File: config.mk
export PLATFORM = sky130hd
export DESIGN_NAME = bitop_unit
export DESIGN_NICKNAME = d
export VERILOG_FILES = /design/src/rtl/bitop_pkg.sv /design/src/rtl/bitop_bank.sv /design/src/rtl/bitop_modify.sv /design/src/rtl/bitop_seq.sv /design/src/rtl/bitop_unit.sv
export SDC_FILE = /design/constraint.sdc
export NUM_CORES = 1
export LEC_CHECK = 0
export BUFFER_PORTS_ARGS = -buffer_cell sky130_fd_sc_hd__buf_2
export CORE_UTILIZATION = 35
export DETAILED_ROUTE_END_ITERATION = 7
export PLACE_DENSITY = 0.71
export SETUP_SLACK_MARGIN = 0.3
export SYNTH_ARGS = -nofsm -noshare
export SYNTH_HDL_FRONTEND = slang
export SYNTH_SLANG_ARGS = --single-unit
File: constraint.sdc
create_clock -name clk -period 2 [get_ports clk]
set_input_delay 0.6 -clock clk [delete_from_list [all_inputs] [get_ports clk]]
set_output_delay 0.6 -clock clk [all_outputs]
set_load 0.01 [all_outputs]
File: src/rtl/bitop_pkg.sv
package bitop_pkg;

  localparam int OPER_W = 8;
  localparam int BANK_W = 4;
  localparam int DATA_W = 4;
  localparam int IDX_W  = $clog2(DATA_W);
  localparam int ADDR_W = BANK_W + OPER_W;

  typedef enum logic [1:0] {
    OP_SET = 2'd0,
    OP_CLR = 2'd1,
    OP_SKT = 2'd2,
    OP_SKF = 2'd3
  } bitop_e;

  typedef enum logic [1:0] {
    ST_IDLE   = 2'd0,
    ST_READ   = 2'd1,
    ST_FINISH = 2'd2
  } seq_state_e;

  // Writing operations modify memory; the others only observe it.
  function automatic logic op_writes(bitop_e o);
    return (o == OP_SET) || (o == OP_CLR);
  endfunction

  // Target value: the value forced by a write, or the value that triggers a skip.
  function automatic logic op_level(bitop_e o);
    return (o == OP_SET) || (o == OP_SKT);
  endfunction

  // Bank choice: explicit select, or forced by the operand's top bit.
  function automatic logic [BANK_W-1:0] pick_bank(
    input logic              en,
    input logic [BANK_W-1:0] sel,
    input logic              top_bit,
    input logic [BANK_W-1:0] low_bank,
    input logic [BANK_W-1:0] high_bank
  );
    if (en) return sel;
    return top_bit ? high_bank : low_bank;
  endfunction

endpackage

File: src/rtl/bitop_bank.sv
module bitop_bank
  import bitop_pkg::*;
#(
  parameter int                 OW        = OPER_W,
  parameter int                 BW        = BANK_W,
  parameter logic [BANK_W-1:0]  LOW_BANK  = '0,
  parameter logic [BANK_W-1:0]  HIGH_BANK = '1
) (
  input  logic          bank_en,
  input  logic [BW-1:0] bank_sel,
  input  logic [OW-1:0] operand,
  output logic [BW+OW-1:0] phys_addr
);
  logic [BW-1:0] bank_w;

  always_comb begin
    bank_w    = pick_bank(bank_en, bank_sel, operand[OW-1], LOW_BANK, HIGH_BANK);
    phys_addr = {bank_w, operand};
  end
endmodule

File: src/rtl/bitop_modify.sv
module bitop_modify
  import bitop_pkg::*;
#(
  parameter int DW = DATA_W,
  parameter int IW = IDX_W
) (
  input  logic [DW-1:0] rdata,
  input  logic [IW-1:0] idx,
  input  logic          level,
  output logic [DW-1:0] wdata,
  output logic          hit
);
  logic [DW-1:0] sel_onehot;

  for (genvar g = 0; g < DW; g++) begin : g_lane
    assign sel_onehot[g] = (idx == IW'(g));
    assign wdata[g]      = sel_onehot[g] ? level : rdata[g];
  end

  assign hit = ((rdata & sel_onehot) != '0) == level;
endmodule

File: src/rtl/bitop_seq.sv
module bitop_seq
  import bitop_pkg::*;
(
  input  logic clk,
  input  logic rst_n,
  input  logic start,
  output logic accept,
  output logic in_read,
  output logic in_finish,
  output logic busy
);
  seq_state_e state_q, state_d;

  always_comb begin
    state_d = state_q;
    unique case (state_q)
      ST_IDLE:   if (start) state_d = ST_READ;
      ST_READ:   state_d = ST_FINISH;
      ST_FINISH: state_d = ST_IDLE;
      default:   state_d = ST_IDLE;
    endcase
  end

  always_ff @(posedge clk or negedge rst_n) begin
    if (!rst_n) state_q <= ST_IDLE;
    else        state_q <= state_d;
  end

  assign accept    = (state_q == ST_IDLE) && start;
  assign in_read   = (state_q == ST_READ);
  assign in_finish = (state_q == ST_FINISH);
  assign busy      = in_read || in_finish;

  // a read cycle is always followed by the completion cycle
  a_r10_read_then_finish: assert property (@(posedge clk) disable iff (!rst_n)
    in_read |=> in_finish);
  // completion lasts one cycle
  a_r10_finish_single: assert property (@(posedge clk) disable iff (!rst_n)
    in_finish |=> !in_finish);
  // an acceptance always leads into a read
  a_r10_accept_reads: assert property (@(posedge clk) disable iff (!rst_n)
    accept |=> in_read);
endmodule

File: src/rtl/bitop_unit.sv
module bitop_unit
  import bitop_pkg::*;
(
  input  logic                clk,
  input  logic                rst_n,
  input  logic                start,
  input  logic [1:0]          op,
  input  logic [OPER_W-1:0]   operand,
  input  logic [IDX_W-1:0]    bit_idx,
  input  logic                bank_en,
  input  logic [BANK_W-1:0]   bank_sel,
  output logic                busy,
  output logic                done,
  output logic                skip,
  output logic [ADDR_W-1:0]   mem_addr,
  output logic                mem_rd,
  output logic                mem_wr,
  output logic [DATA_W-1:0]   mem_wdata,
  input  logic [DATA_W-1:0]   mem_rdata
);
  logic              accept, in_read, in_finish;
  logic [ADDR_W-1:0] phys_addr;
  logic [ADDR_W-1:0] addr_q;
  bitop_e            op_q;
  logic [IDX_W-1:0]  idx_q;
  logic              hit;
  logic              level;
  logic [DATA_W-1:0] new_word;

  bitop_seq u_seq (
    .clk       (clk),
    .rst_n     (rst_n),
    .start     (start),
    .accept    (accept),
    .in_read   (in_read),
    .in_finish (in_finish),
    .busy      (busy)
  );

  bitop_bank #(
    .OW (OPER_W),
    .BW (BANK_W)
  ) u_bank (
    .bank_en   (bank_en),
    .bank_sel  (bank_sel),
    .operand   (operand),
    .phys_addr (phys_addr)
  );

  always_ff @(posedge clk or negedge rst_n) begin
    if (!rst_n) begin
      addr_q <= '0;
      op_q   <= OP_SET;
      idx_q  <= '0;
    end else if (accept) begin
      addr_q <= phys_addr;
      op_q   <= bitop_e'(op);
      idx_q  <= bit_idx;
    end
  end

  assign level = op_level(op_q);

  bitop_modify #(
    .DW (DATA_W),
    .IW (IDX_W)
  ) u_modify (
    .rdata (mem_rdata),
    .idx   (idx_q),
    .level (level),
    .wdata (new_word),
    .hit   (hit)
  );

  assign mem_addr  = addr_q;
  assign mem_rd    = in_read;
  assign mem_wr    = in_finish && op_writes(op_q);
  assign mem_wdata = new_word;
  assign done      = in_finish;
  assign skip      = in_finish && !op_writes(op_q) && hit;

  // the low byte of the address is the operand that was accepted
  a_r4_operand_low: assert property (@(posedge clk) disable iff (!rst_n)
    accept |=> mem_addr[OPER_W-1:0] == $past(operand));
  // low operands without bank enable land in bank 0
  a_r1_low_bank: assert property (@(posedge clk) disable iff (!rst_n)
    accept && !bank_en && !operand[OPER_W-1] |=> mem_addr[ADDR_W-1:OPER_W] == '0);
  // high operands without bank enable land in the top bank
  a_r2_high_bank: assert property (@(posedge clk) disable iff (!rst_n)
    accept && !bank_en && operand[OPER_W-1] |=> mem_addr[ADDR_W-1:OPER_W] == '1);
  // bank enable takes the bank from the select register
  a_r3_selected_bank: assert property (@(posedge clk) disable iff (!rst_n)
    accept && bank_en |=> mem_addr[ADDR_W-1:OPER_W] == $past(bank_sel));
  // address held for the whole operation
  a_r11_addr_held: assert property (@(posedge clk) disable iff (!rst_n)
    busy |=> $stable(mem_addr));
  // a write-back differs from the word read in at most one bit
  a_r5_single_bit_change: assert property (@(posedge clk) disable iff (!rst_n)
    mem_wr |-> $countones(mem_wdata ^ mem_rdata) <= 1);
  // a skip only comes with completion
  a_r7_skip_with_done: assert property (@(posedge clk) disable iff (!rst_n)
    skip |-> done);
  // a skip never coincides with a write
  a_r9_skip_no_write: assert property (@(posedge clk) disable iff (!rst_n)
    skip |-> !mem_wr);
  // writes happen only in the completion cycle
  a_r10_write_at_done: assert property (@(posedge clk) disable iff (!rst_n)
    mem_wr |-> done);
endmodule

---- Word-level counts from Yosys, hierarchy flattened ----
Cells that the tools add are included.
storage, ports and cells
  register bits after elaboration ......... 18
  word-level logic and storage cells ...... 36
operators by class
  eq/ne operators ......................... 9
  muxes and demuxes ....................... 10
  bitwise logic cells ..................... 1
  reductions and logical operators ........ 12
operators with widths
  operator                                        count
  two-way mux 4 bit                               3
  == test 2 bit (second input constant)           4
  == test 2 x 1 -> 1 bit (second input constant)  3
  logical NOT 2 bit                               3
  two-way mux 1 bit                               5
  AND 4 bit                                       1
  logical AND 1 bit                               4
  case mux 2 bit (2 select lines)                 1
  nonzero test 4 bit                              1
  logical OR 1 bit                                3
  two-way mux 2 bit                               1
  != test 2 bit (second input constant)           1
  == test 1 bit                                   1
  logical NOT 1 bit                               1

---- Depth between registers and ports, before layout ----
  depth after elaboration ................. 5
  depth in mapped cells ................... 6

---- By module ----
A second synthesis with hierarchy kept.
second synthesis, totals
  cell total of the unflattened synthesis .. 71
  area total of the unflattened synthesis .. 1027.2 um^2
modules (own cells, without submodules)
  module        times used  cells an instance  area an instance (um^2)  seq. area each (um^2)
  bitop_unit    1           37                 665.6                    400.4
  bitop_seq     1           12                 158.9                    50.0
  bitop_bank    1           12                 105.1                    0.0
  bitop_modify  1           10                 97.6                     0.0

---- Worst setup path before layout ----
Ideal clock, no wire load.
  kind .................................... input to output
  start point ............................. input mem_rdata[3]
  end point ............................... output skip
  data arrival time ....................... 1402 ps
  required time ........................... 1400 ps
  path slack .............................. -2 ps
  stages on the path ...................... 3
  cells stage by stage .................... mux4_2 xor2_1 and3_1
between the ends
  word-level cells in the longest chain between the ends .. 4
ends and longest elaborated chain
  element             line                RTL
  start, declared     bitop_unit.sv:19    input logic [DATA_W-1:0] mem_rdata
  AND 4 bit           bitop_modify.sv:20  assign hit = ((rdata & sel_onehot) != '0) == level;
  nonzero test 4 bit  bitop_modify.sv:20
  == test 1 bit       bitop_modify.sv:20
  logical AND 1 bit   bitop_unit.sv:80    assign skip = in_finish && !op_writes(op_q) && hit;
  end, declared       bitop_unit.sv:14    output logic skip,
No other way between the ends.

---- Worst setup path in the final report ----
  start point ............................. register idx_q[0]
  end point ............................... output skip
between the ends
  word-level cells in the longest chain between the ends .. 5
  elaborated cells on any way between the ends .. 8
ends and longest elaborated chain
  element                                               line                RTL
  start, declared                                       bitop_unit.sv:25    logic [IDX_W-1:0] idx_q;
  start signal, assigned                                bitop_unit.sv:58    idx_q <= bit_idx;
  == test 2 x 1 -> 1 bit, or another cell as far along  bitop_modify.sv:16  assign sel_onehot[g] = (idx == IW'(g));
  AND 4 bit *                                           bitop_modify.sv:20
  nonzero test 4 bit *                                  bitop_modify.sv:20
  == test 1 bit *                                       bitop_modify.sv:20
  logical AND 1 bit *                                   bitop_unit.sv:80
Every way passes the cells marked *; elsewhere a longest branch is shown, timed or not.

==> impl_results.md <==
* Post-synthesis sequential area ratio at 53.3%
* Multiplexer area fraction after synthesis at 18.7%
* First-pass GRT wire length at 2840 um
* Crit-path cells: mux4_2 -> xor2_1 -> and3_1 -> buf_2
* Pleak at 0.664 nW
* Max-cap violations at 0
* Clock buffer depth at 2
* Initial antenna violation count at 0
* Critical path data arrival time at 1640 ps
* Final setup margin at -241 ps
* Filler cells at 207
* Crit Path Max Fanout at 2
* Via count at 737
* Yosys cell types at 17
* CP max stage delay at 520 ps
* CTS clock-pin slew for the worst setup and hold paths at 100 ps
* GRT Resource Usage Total at 14.7%
* First-pass DRT Iterations at 2
* Setup-failing EPs final at 5
* Worst skew pair latency at 280 ps
* Tcrit/Tclk final at 112%
* FP Rows at 17
* FF+latch count, synth at 18
* DRT Wirelength at 1760 um
* Net count after synthesis at 101
* GRT Residual Overflow at 0
* VDD IR max at 810 uV
* Power Total at 2.03 mW
* Fmax at 446 MHz
* Syn Area/Cell at 11.6 um^2
* Critical path's top delay family: multiplexers
* Post-synthesis xor/xnor area fraction at 1.04%
* Final setup TNS at -420 ps
* Root buf cell: clkbuf_4
* DR WL/cell at 11.1 um
* CP max stage cell: mux4_2
* Clock skew at 3.73 ps
* Die span in y at 51.1 um
* CP Launch Point: idx_q[0]$_DFFE_PN0P_
* Syn. warnings at 0
* CTS tree: done
* Port bufs at 44
* Status: finished, violations left
* Final Max Tran Viols at 0
* Simple-Gate Fraction of Synth Area at 7.85%
* Pwr per Cell Area at 1540 mW/mm^2
* Post-synthesis compound-gate area fraction at 10.4%
* Crit Path Category: reg2out
* Full die area at 0.00261 mm^2
* Starting DRT DRC Count at 2
* Final Util at 58.9%
* Worst endpoint required time at 1400 ps
* # H-tree levels at 1
* Antenna Cells at 0
* Main combinational cell family by area after synthesis: multiplexers
* RSZ-0062 raised after global routing: true
* Hpwl dp at 1350 um
* Critical Path Start Type: register
* Worst hold path class: in2async
* Critical path endpoint category: output pin
* Worst r2r path cells at 5
* Hold Slack at 218 ps
* Nets at 160
* CP bufs+invs at 1
* Post-route ant nets at 0
* Synth Area in Adders at 5.93%
* Worst slew pin tran at 387 ps
* # IOs at 45
* Core ar. at 0.00223 mm^2
* Relative slew slack at 74.2%
* Area growth from synthesis to layout at 55.7%
* CTS Hold Bufs at 0
* R2r setup slk at 600 ps
* Die W at 51.1 um
* Worst r2r src: u_seq.state_q[1]$_DFFE_PN0P_
* Starting Density at 37.8%
* Synthesized area at 845 um^2
* CTS buffer count at 3
* Hold Violations, Final at 0
* Worst r2r dst: mem_addr[0]$_DFFE_PN0P_
* Share of layout cells above drive strength 1 at 64.1%
* Crit path to: skip
* DR DRC count at 0
* Failing checks: negative setup slack
* Layout Cells excl Fill at 159
* Vias per inst at 4.64
* Final min period at 2240 ps
* Vias in the first global route at 697
* Final RePlAce weighted congestion at 0.653
* CP Depth at 4
* Clock Sinks at 18
* Largest net degree at the start of global routing at 19
* Placed cell count at 146
* Cells after synthesis at 73
==> per-layer routing <==
layer / vias to the layer above / wire length [um] / global-route usage (%)
met1: 332 / 788 / 17.8
met5: - / 0 / 0
met2: 35 / 827 / 25.2
met3: 2 / 142 / 3.27
li1: 368 / - / -
met4: 0 / 4 / 5.56
==> synthesized netlist by cell type (all sizes together) <==
cell type / instances / area (um^2)
clkbuf: 1 / 3.75
a21o: 1 / 7.51
nand2b: 1 / 6.26
nand2: 8 / 30.0
nor2b: 2 / 12.5
ha: 4 / 50.1
dfrtp: 18 / 450
mux2: 12 / 135
mux4: 1 / 22.5
o21ai: 8 / 40.0
xor2: 1 / 8.76
buf: 1 / 5.00
a21oi: 5 / 25.0
o31ai: 2 / 15.0
nor2: 3 / 11.3
inv: 4 / 15.0
and3: 1 / 6.26
==> state kept, by name, summed over array words and instances (netlist names) <==
name / flops
idx_q: 2
op_q: 2
u_seq.state_q: 2
mem_addr: 12
==> layout make-up <==
| class | instances | area (um^2) | area share (%) |
|---|---|---|---|
| clock buffers | 4 | 36.3 | 2.76 |
| inverters | 4 | 17.5 | 1.33 |
| multi-input cells | 49 | 430 | 32.7 |
| flip-flops and latches | 18 | 452 | 34.3 |
| well taps | 28 | 35.0 | 2.66 |
| repair buffers | 56 | 344 | 26.2 |
==> per-stage QoR <==
step           worst slack (ps)  cell area (um^2)
6_report                   -241              1320
5_1_grt                    -303              1320
4_1_cts                    -248              1250
3_5_place_dp               -224              1110
3_3_place_gp               -184              1110
2_1_floorplan              28.6               845
==> cells in the final DEF (no fill, tap or decap), drive strengths merged <==
| master | synthesis | routed |
|---|---|---|
| nor2b | 2 | 2 |
| a21oi | 5 | 5 |
| buf | 1 | 56 |
| ha | 4 | 4 |
| xor2 | 1 | 1 |
| a21o | 1 | 1 |
| nand2 | 8 | 8 |
| dfrtp | 18 | 18 |
| and3 | 1 | 1 |
| clkbuf | 1 | 4 |
| o31ai | 2 | 2 |
| o21ai | 8 | 8 |
| nor2 | 3 | 3 |
| mux4 | 1 | 1 |
| nand2b | 1 | 1 |
| mux2 | 12 | 12 |
| inv | 4 | 4 |
==> worst min path at each step <==
stage                               endpoint  slack (ps)  cells past startpoint
floorplan               idx_q[0]$_DFFE_PN0P_         300                      0
global placement     mem_addr[9]$_DFFE_PN0P_         460                      2
detailed placement  mem_addr[11]$_DFFE_PN0P_         470                      2
CTS                  mem_addr[3]$_DFFE_PN0P_         220                      1
global route         mem_addr[3]$_DFFE_PN0P_         240                      1
finish               mem_addr[3]$_DFFE_PN0P_         220                      1
==> logic make-up after synthesis <==
family,count (synthesis)
flip-flops,18
AO/OA/AOI/OAI,16
AND/OR/NAND/NOR,15
multiplexers,13
buffers and inverters,6
adder cells (fa/ha/maj),4
XOR/XNOR,1
==> power by group <==
group	leakage [nW]	internal [mW]	switching (mW)	total, mW
clock	0.0210	0.111	0.108	0.219
combinational	0.427	0.635	0.491	1.13
sequential	0.215	0.546	0.137	0.683
total	0.664	1.29	0.736	2.03
==> timing repair <==
action	4_1_cts	5_1_grt
resized for setup	19	6
buffers inserted	4	5
endpoints found under the setup margin	9	9
hold endpoints to repair	0	0
gates cloned	0	0
pin swaps	4	3
Note: power is estimated with default switching activity, not from simulation.
